==> config.mk <==
export PLATFORM = sky130hd
export DESIGN_NAME = rtc_irq_pin_ctrl
export DESIGN_NICKNAME = d
export VERILOG_FILES = /design/src/rtl/rtc_pin_pkg.sv /design/src/rtl/rtc_pin_regs.sv /design/src/rtl/rtc_fout_div.sv /design/src/rtl/rtc_alarm_irq.sv /design/src/rtl/rtc_irq_pin_ctrl.sv
export SDC_FILE = /design/constraint.sdc
export NUM_CORES = 1
export LEC_CHECK = 0
export BUFFER_PORTS_ARGS = -buffer_cell sky130_fd_sc_hd__buf_2
export CORE_MARGIN = 2
export CORE_UTILIZATION = 45
export CTS_CLUSTER_DIAMETER = 120
export CTS_CLUSTER_SIZE = 40
export DETAILED_ROUTE_END_ITERATION = 7
export PLACE_DENSITY = 0.65
export SLEW_MARGIN = 20
export SYNTH_ARGS = -nofsm -noshare
export SYNTH_HDL_FRONTEND = slang
export SYNTH_SLANG_ARGS = --single-unit
export TNS_END_PERCENT = 1
==> constraint.sdc <==
create_clock -name clk_tb -period 6.4 [get_ports clk_tb]
set_input_delay 1.28 -clock clk_tb [delete_from_list [all_inputs] [get_ports clk_tb]]
set_output_delay 1.28 -clock clk_tb [all_outputs]
set_load 0.01 [all_outputs]
==> src/rtl/rtc_pin_pkg.sv <==
package rtc_pin_pkg;

    typedef struct packed {
        logic       irq_pulse;  // bit 7: 1 = pulsed alarm, 0 = latched alarm
        logic       alarm_en;   // bit 6
        logic       low_pwr;    // bit 5: stored only
        logic       bat_quiet;  // bit 4: silence pin in battery mode
        logic [3:0] fsel;       // bits 3:0: frequency code
    } pinctl_t;

    // log2 of the output frequency in Hz selected by a nonzero code
    function automatic int fsel_exp(input logic [3:0] code);
        case (code)
            4'd1:    return 15;
            4'd2:    return 12;
            4'd3:    return 10;
            default: return 10 - int'(code);
        endcase
    endfunction

endpackage

==> src/rtl/rtc_pin_regs.sv <==
module rtc_pin_regs
    import rtc_pin_pkg::*;
(
    input  logic       clk,
    input  logic       rst_n,
    input  logic       wr_en,
    input  logic       wr_sel,
    input  logic [7:0] wr_data,
    input  logic       match,
    output pinctl_t    ctrl,
    output logic       flag
);

    typedef struct packed {
        pinctl_t ctrl;
        logic    flag;
    } regs_t;

    regs_t st_d, st_q;

    always_comb begin
        st_d = st_q;
        if (wr_en && !wr_sel) begin
            st_d.ctrl = pinctl_t'(wr_data);
        end
        if (wr_en && wr_sel && !wr_data[0]) begin
            st_d.flag = 1'b0;
        end
        if (match) begin
            st_d.flag = 1'b1;
        end
    end

    always_ff @(posedge clk or negedge rst_n) begin
        if (!rst_n) st_q <= '0;
        else        st_q <= st_d;
    end

    assign ctrl = st_q.ctrl;
    assign flag = st_q.flag;


    match_sets_flag_chk: assert property (@(posedge clk) disable iff (!rst_n)
        match |=> flag);


    host_clear_chk: assert property (@(posedge clk) disable iff (!rst_n)
        (wr_en && wr_sel && !wr_data[0] && !match) |=> !flag);


    ctrl_load_chk: assert property (@(posedge clk) disable iff (!rst_n)
        (wr_en && !wr_sel) |=> (ctrl == $past(wr_data)));

endmodule

==> src/rtl/rtc_fout_div.sv <==
module rtc_fout_div
    import rtc_pin_pkg::*;
#(
    parameter int TB_LOG2 = 15
) (
    input  logic       clk,
    input  logic       rst_n,
    input  logic [3:0] fsel,
    output logic       fout_on,
    output logic       wave_n
);

    localparam int DIV_W = TB_LOG2 + 5;
    localparam int TAP_W = $clog2(DIV_W);

    typedef struct packed {
        logic [DIV_W-1:0] cnt;
        logic [3:0]       act;
    } div_t;

    div_t st_d, st_q;
    logic low_now;

    function automatic logic pass_thru(input logic [3:0] code);
        return (code != 4'd0) && (TB_LOG2 - fsel_exp(code) <= 0);
    endfunction

    function automatic logic [TAP_W-1:0] tap_of(input logic [3:0] code);
        int t;
        t = TB_LOG2 - fsel_exp(code) - 1;
        if (t < 0) t = 0;
        return TAP_W'(t);
    endfunction

    always_comb begin
        st_d    = st_q;
        low_now = (st_q.act != 4'd0) && !pass_thru(st_q.act)
                  && st_q.cnt[tap_of(st_q.act)];
        if ((fsel != st_q.act) && !low_now) begin
            st_d.act = fsel;
            st_d.cnt = '0;
        end else begin
            st_d.cnt = st_q.cnt + 1'b1;
        end
    end

    always_ff @(posedge clk or negedge rst_n) begin
        if (!rst_n) st_q <= '0;
        else        st_q <= st_d;
    end

    assign fout_on = (st_q.act != 4'd0);

    always_comb begin
        if (st_q.act == 4'd0)          wave_n = 1'b1;
        else if (pass_thru(st_q.act))  wave_n = clk;
        else                           wave_n = ~st_q.cnt[tap_of(st_q.act)];
    end


    hold_low_phase_chk: assert property (@(posedge clk) disable iff (!rst_n)
        low_now |=> (st_q.act == $past(st_q.act)));


    restart_high_chk: assert property (@(posedge clk) disable iff (!rst_n)
        ((fsel != st_q.act) && !low_now) |=> (st_q.cnt == '0));

endmodule

==> src/rtl/rtc_alarm_irq.sv <==
module rtc_alarm_irq #(
    parameter int PULSE_CYC = 8192
) (
    input  logic clk,
    input  logic rst_n,
    input  logic match,
    input  logic armed,
    input  logic pulse_mode,
    input  logic flag,
    output logic irq_low
);

    localparam int TMR_W = $clog2(PULSE_CYC + 1);

    typedef struct packed {
        logic [TMR_W-1:0] tmr;
    } alm_t;

    alm_t st_d, st_q;

    always_comb begin
        st_d = st_q;
        if (!(armed && pulse_mode))  st_d.tmr = '0;
        else if (match)              st_d.tmr = TMR_W'(PULSE_CYC);
        else if (st_q.tmr != '0)     st_d.tmr = st_q.tmr - 1'b1;
    end

    always_ff @(posedge clk or negedge rst_n) begin
        if (!rst_n) st_q <= '0;
        else        st_q <= st_d;
    end

    assign irq_low = armed && (pulse_mode ? (st_q.tmr != '0) : flag);


    pulse_load_chk: assert property (@(posedge clk) disable iff (!rst_n)
        (armed && pulse_mode && match) |=> (st_q.tmr == TMR_W'(PULSE_CYC)));


    pulse_idle_chk: assert property (@(posedge clk) disable iff (!rst_n)
        !(armed && pulse_mode) |=> (st_q.tmr == '0));

endmodule

==> src/rtl/rtc_irq_pin_ctrl.sv <==
module rtc_irq_pin_ctrl
    import rtc_pin_pkg::*;
#(
    parameter int TB_LOG2 = 15
) (
    input  logic       clk_tb,
    input  logic       rst_n,
    input  logic       alarm_match,
    input  logic       bat_mode,
    input  logic       wr_en,
    input  logic       wr_sel,
    input  logic [7:0] wr_data,
    output logic [7:0] ctrl_rd,
    output logic       alarm_flag,
    output logic       pin_n
);

    localparam int PULSE_CYC = (2 ** TB_LOG2) / 4;

    pinctl_t ctrl;
    logic    flag;
    logic    fout_on;
    logic    wave_n;
    logic    armed;
    logic    irq_low;
    logic    silenced;

    rtc_pin_regs u_regs (
        .clk     (clk_tb),
        .rst_n   (rst_n),
        .wr_en   (wr_en),
        .wr_sel  (wr_sel),
        .wr_data (wr_data),
        .match   (alarm_match),
        .ctrl    (ctrl),
        .flag    (flag)
    );

    rtc_fout_div #(.TB_LOG2(TB_LOG2)) u_div (
        .clk     (clk_tb),
        .rst_n   (rst_n),
        .fsel    (ctrl.fsel),
        .fout_on (fout_on),
        .wave_n  (wave_n)
    );

    assign armed = ctrl.alarm_en && (ctrl.fsel == 4'd0);

    rtc_alarm_irq #(.PULSE_CYC(PULSE_CYC)) u_alarm (
        .clk        (clk_tb),
        .rst_n      (rst_n),
        .match      (alarm_match),
        .armed      (armed),
        .pulse_mode (ctrl.irq_pulse),
        .flag       (flag),
        .irq_low    (irq_low)
    );

    assign silenced = bat_mode && ctrl.bat_quiet;

    always_comb begin
        if (silenced)      pin_n = 1'b1;
        else if (fout_on)  pin_n = wave_n;
        else               pin_n = ~irq_low;
    end

    assign ctrl_rd    = ctrl;
    assign alarm_flag = flag;


    battery_quiet_chk: assert property (@(posedge clk_tb) disable iff (!rst_n)
        (bat_mode && ctrl.bat_quiet) |-> pin_n);


    fout_precedence_chk: assert property (@(posedge clk_tb) disable iff (!rst_n)
        (ctrl.fsel != 4'd0) |-> !irq_low);


    alarm_disabled_chk: assert property (@(posedge clk_tb) disable iff (!rst_n)
        !ctrl.alarm_en |-> !irq_low);

endmodule

== Word-level counts from Yosys, hierarchy flattened ==
Index checks and enable logic that the tools add are counted.
Operators by class
  equal/unequal tests: 5
  add/sub/neg operators: 8
  muxes and demuxes: 23
  bitwise logic cells: 2
  $lt $le $gt $ge: 6
  reductions and logical operators: 21
Operators by type and width (count)
  32-bit two-way mux: 3
  32-bit one-hot mux with 3 select lines: 1
  5-bit by 32-bit subtractor with 32-bit output (first input constant): 3
  32-bit by 1-bit less-or-equal comparator with 1-bit output (second input constant): 2
  32-bit by 1-bit < comparator with 1-bit output (second input constant): 2
  32-bit by 2-bit subtractor with 32-bit output (second input constant): 2
  14-bit two-way mux: 3
  20-bit by 1-bit adder with 20-bit output (second input constant): 1
  20-bit two-way mux: 1
  5-bit two-way mux: 4
  14-bit nonzero test: 1
  14-bit by 1-bit subtractor with 14-bit output (second input constant): 1
  1-bit logical AND: 12
  5-bit by 6-bit < comparator with 1-bit output (second input constant): 2
  1-bit binary-select mux with 5-bit select: 2
  1-bit two-way mux: 9
  4-bit by 2-bit == test with 1-bit output (second input constant): 2
  4-bit zero test: 2
  4-bit by 4-bit subtractor with 5-bit output (first input constant): 1
  4-bit by 1-bit == test with 1-bit output (second input constant): 1
  1-bit zero test: 4
  4-bit != test: 1
  4-bit nonzero test: 1
  3-bit != test (second input constant): 1
  other kinds (2): 3
Word-level totals
  output and inout bits: 10
  bits of input ports: 14
  bits in registers: 47
  word-level logic and storage cells: 74

== Logic depth before layout (Yosys ltp) ==
  depth after elaboration: 21
  depth in mapped cells: 15
  depth with buffers taken out: 13

== Modules after synthesis ==
Synthesis repeated with hierarchy kept, for this count alone.
Unflattened totals
  cell total of the unflattened synthesis: 300
  area, all modules: 3061.7 um^2
By module, submodules not included
  rtc_fout_div: cells an instance 186, area each 1829.3 um^2, instances 1, seq. area each 600.6 um^2
  rtc_alarm_irq: cells an instance 88, area each 822.0 um^2, instances 1, seq. area each 350.3 um^2
  rtc_pin_regs: cells an instance 22, area each 384.1 um^2, instances 1, seq. area each 225.2 um^2
  rtc_irq_pin_ctrl: cells an instance 4, area each 26.3 um^2, instances 1, seq. area each 0.0 um^2

==> qor_table.md <==
| Step | Quantity | This run |
|:---|:---|:---|
| status | Run status | completed |
| layout | Area growth syn-to-layout | 10.2% |
| synthesis | Proportion of synthesized flip-flops having asynchronous set or reset | 1.00 |
| synthesis | Area share of the leading cell type in the synthesized netlist | 0.404 |
| synthesis | Synth Net Count | 320 |
| floorplan | Ports | 24 |
| worst setup path | Data required time at the worst endpoint | 5.12 ns |
| cts | CTS clk-pin slew, worst paths | 0.09 ns |
| timing | Time the final worst path needs with I/O delays and setup | 5.47 ns |
| timing | Largest clock skew in the final design | 0.00626 ns |
| global routing | Vias in the first global route | 2211 |
| power | Max rail drop VDD | 0.000345 V |
| floorplan | Die extent in y | 84.5 um |
| flow run | # Max-Cap Violations | 0 |
| synthesis | Top_reg_cell synth | sky130_fd_sc_hd__dfrtp_1 |
| synthesis | Mapped Cells | 298 |
| worst hold path | Worst Hold Launch | u_div.st_q[4]$_DFF_PN0_ |
| detailed routing | Average via count per standard cell | 5.58 |
| global routing | Largest net degree at the start of global routing | 48 |
| floorplan | Die Width | 84.5 um |
| cts | Number of setup buffers added after CTS | 0 |
| worst setup path | Most prevalent standard cell on the critical path | sky130_fd_sc_hd__ha_1 |
| timing | Slew Viols, Final | 0 |
| floorplan | Row count | 29 |
| place | Placed Instances | 384 |
| worst setup path | Startpoint type of the worst setup path | flop |
| global routing | Total global routing track utilization | 0.185 |
| detailed routing | WL per Instance | 15.1 um |
| detailed routing | Total Routed Length | 5.97 mm |
| layout | Layout net count | 339 |
| layout | Number of inserted filler cells in the final layout | 588 |
| timing | Endpoints failing hold | 0 |
| timing | Post-Route Hold Slack | 0.517 ns |
| synthesis | Netlist area before placement | 2910 sq um |
| floorplan | Core Region | 6310 sq um |
| timing | Aggregate negative setup slack | 0 ns |
| place | HPWL Detailed | 4.14 mm |
| detailed routing | DRC viols | 0 |
| synthesis | Number of synthesized flops with an enable pin | 0 |
| synthesis | Count of distinct cell types in the synthesized netlist | 57 |
| worst setup path | Crit Path Class | reg2out |
| worst setup path | Terminus of the critical flop-to-flop path | u_div.st_q[1]$_DFFE_PN0N_ |
| worst setup path | Arrival time of the worst setup path | 4.19 ns |
| cts | Number of instances resized during post-cts repair | 0 |
| worst setup path | Critical Path Slowest Stage Cell | sky130_fd_sc_hd__dfrtp_1 |
| floorplan | Total die area | 7140 sq um |
| global routing | Antenna violations before repair | 0 |
| timing | Maximum clock frequency | 183 MHz |
| worst hold path | Destination of the worst hold path | u_div.st_q[4]$_DFF_PN0_ |
| worst setup path | Reg2Reg Setup Slack | 2.04 ns |
| synthesis | Area contributors post-synth | sky130_fd_sc_hd__dfrtp_1 (40%), sky130_fd_sc_hd__xnor2_1 (5.1%), sky130_fd_sc_hd__a21oi_1 (4.6%) |
| place | RD Place Congestion | 0.847 |
| worst setup path | Cell Chain, Critical Path | ha_1 -> nor2_1 -> o21ai_0 -> nand2_1 -> ha_1 -> xnor2_1 -> mux2_4 -> or2_4 -> a2111o_1 -> o211ai_1 -> a221oi_1 -> a211o_1 -> buf_2 |
| worst hold path | Worst min path class | reg2reg |
| worst setup path | Launch instance of the worst register-to-register path | u_div.st_q[0]$_DFFE_PN0N_ |
| synthesis | Sequential cell area fraction in the yosys report | 0.404 |
| worst setup path | Biggest cell delay along the critical path | 0.55 ns |
| synthesis | Number of storage elements in the synthesis netlist | 47 |
| worst setup path | Crit Path Max Fanout | 10 |
| worst setup path | Crit. Startpoint | u_div.st_q[0]$_DFFE_PN0N_ |
| power | Power density over the cells | 448 nW/um^2 |
| detailed routing | DRC marker count from the first detailed-route iteration | 133 |
| synthesis | Synthesized area per cell | 9.78 sq um |
| place | IO Port Bufs | 23 |
| cts | Post-CTS Hold Buffers | 0 |
| timing | Transition time at the pin with the least slew margin | 0.918 ns |
| layout | Count of placed standard cells in the final layout, fillers left out | 395 |
| worst hold path | WHS Path Cells | 1 |
| cts | Clock insertion delay at the later pin of the skew report | 0.40 ns |
| synthesis | Yosys synthesis warning count | 0 |
| worst setup path | Reg2Reg Depth | 12 |
| timing | Post-route fraction of the period consumed by the critical path | 0.854 |
| cts | TritonCTS clock tree | done |
| detailed routing | DR vias | 2205 |
| power | Power consumption | 1.44 mW |
| power | Pleak | 1.34 nW |
| layout | Share of layout cells above drive strength 1 | 0.186 |
| layout | Post-route cell area | 3210 sq um |
| worst setup path | Crit. End Element | primary output |
| timing | Number of setup violations in the final report | 0 |
| floorplan | Initial Util | 0.462 |
| detailed routing | Remaining antenna violation count after routing | 0 |
| timing | Setup repair after global routing missed its margin | no |
| detailed routing | Initial DRT Pass Iterations | 4 |
| place | Placed Instance Area | 3030 sq um |
| synthesis | Cell taking the most area after synthesis | sky130_fd_sc_hd__dfrtp_1 |
| timing | Rel. slew slack | 0.380 |
| layout | ANT cells | 0 |
| global routing | First-pass GRT wire length | 10.5 mm |
| global routing | Overall overflow remaining after global route | 0 |
-- how the worst max path moves through the flow --
stage	endpoint	slack, ns	depth (start not counted)
5_1_grt	pin_n	0.67	13
3_3_place_gp	pin_n	1.38	4
4_1_cts	pin_n	0.97	13
3_5_place_dp	pin_n	1.38	4
2_1_floorplan	pin_n	1.46	3
6_report	pin_n	0.93	13
-- cells in the mapped netlist, drive strengths merged (3+ instances only) --
master / instances
or4: 4
and3: 5
xor2: 15
nand3: 10
and2: 3
mux2: 15
nand2b: 3
a211oi: 4
nor4: 3
o21a: 3
buf: 8
nor3b: 3
nand2: 22
nor3: 3
xnor2: 17
inv: 8
nor2b: 5
a21oi: 27
nand4: 3
clkbuf: 6
o21ai: 11
nor2: 25
or2: 4
ha: 8
mux2i: 6
dfrtp: 47
-- where the power goes --
| part | switching, mW | internal [mW] | total (mW) | leakage [nW] |
|---|---|---|---|---|
| registers | 0.0511 | 0.324 | 0.375 | 0.625 |
| clock network | 0.125 | 0.209 | 0.334 | 0.0933 |
| logic | 0.434 | 0.295 | 0.729 | 0.622 |
-- metrics by stage --
step                       util  worst slack, ns
final                     0.509            0.934
after detailed placement  0.480             1.38
after global routing      0.509            0.667
after global placement    0.480             1.38
after CTS                 0.508            0.971
after floorplan               -             1.46
-- cell usage in the layout (no fill, tap or decap), types with 6 or more instances in the layout --
| cell | instances |
|---|---|
| sky130_fd_sc_hd__xnor2_1 | 17 |
| sky130_fd_sc_hd__mux2i_1 | 6 |
| sky130_fd_sc_hd__inv_1 | 8 |
| sky130_fd_sc_hd__nor2_1 | 24 |
| sky130_fd_sc_hd__dfrtp_1 | 47 |
| sky130_fd_sc_hd__ha_1 | 8 |
| sky130_fd_sc_hd__mux2_2 | 12 |
| sky130_fd_sc_hd__nand3_1 | 10 |
| sky130_fd_sc_hd__nand2_1 | 22 |
| sky130_fd_sc_hd__a21oi_1 | 27 |
| sky130_fd_sc_hd__xor2_1 | 15 |
| sky130_fd_sc_hd__o21ai_0 | 10 |
| sky130_fd_sc_hd__clkbuf_8 | 8 |
| sky130_fd_sc_hd__buf_2 | 22 |
-- sequential cells by signal, indices dropped and copies added, names as in the netlist --
signal        count
u_regs.flag       1
u_div.st_q       24
u_regs.ctrl       8
u_alarm.st_q     14
-- cell families (layout without fill, tap and decap cells) --
| logic type | count (synthesis) | in the layout | share of synthesized area |
|---|---|---|---|
| simple gates | 102 | 102 | 0.188 |
| buf+inv | 22 | 42 | 0.0429 |
| xor+xnor | 32 | 32 | 0.0962 |
| compound gates | 66 | 66 | 0.152 |
| flops | 47 | 47 | 0.404 |
| mux | 21 | 21 | 0.0824 |
| fa+ha+maj | 8 | 8 | 0.0344 |
-- cell type report --
class | count | area [sq um] | share of cell area
inverter | 8 | 30.0 | 0.00935
clock inverter | 3 | 67.6 | 0.0210
clock buffer | 9 | 115 | 0.0359
sequential | 47 | 1180 | 0.366
tap | 77 | 96.3 | 0.0300
timing repair buffer | 22 | 113 | 0.0351
multi-input combinational | 229 | 1610 | 0.502
-- worst max-delay path, delay by kind of cell (launching register included) --
kind / cells / cell delay [ns]
buf+inv: 1 / 0.14
mux: 1 / 0.36
xor+xnor: 1 / 0.35
simple gates: 3 / 0.47
flops: 1 / 0.55
fa+ha+maj: 2 / 0.71
compound gates: 5 / 1.21
-- per-layer routing --
layer / share of wire / global-route usage / vias to the layer above
met1: 0.50 / 0.253 / 1075
met3: 0.027 / 0.0482 / 9
met5: 0 / 0 / -
met4: 0.018 / 0.0808 / 0
met2: 0.46 / 0.277 / 23
li1: - / - / 1098
Note: power is estimated with default switching activity, not from simulation.
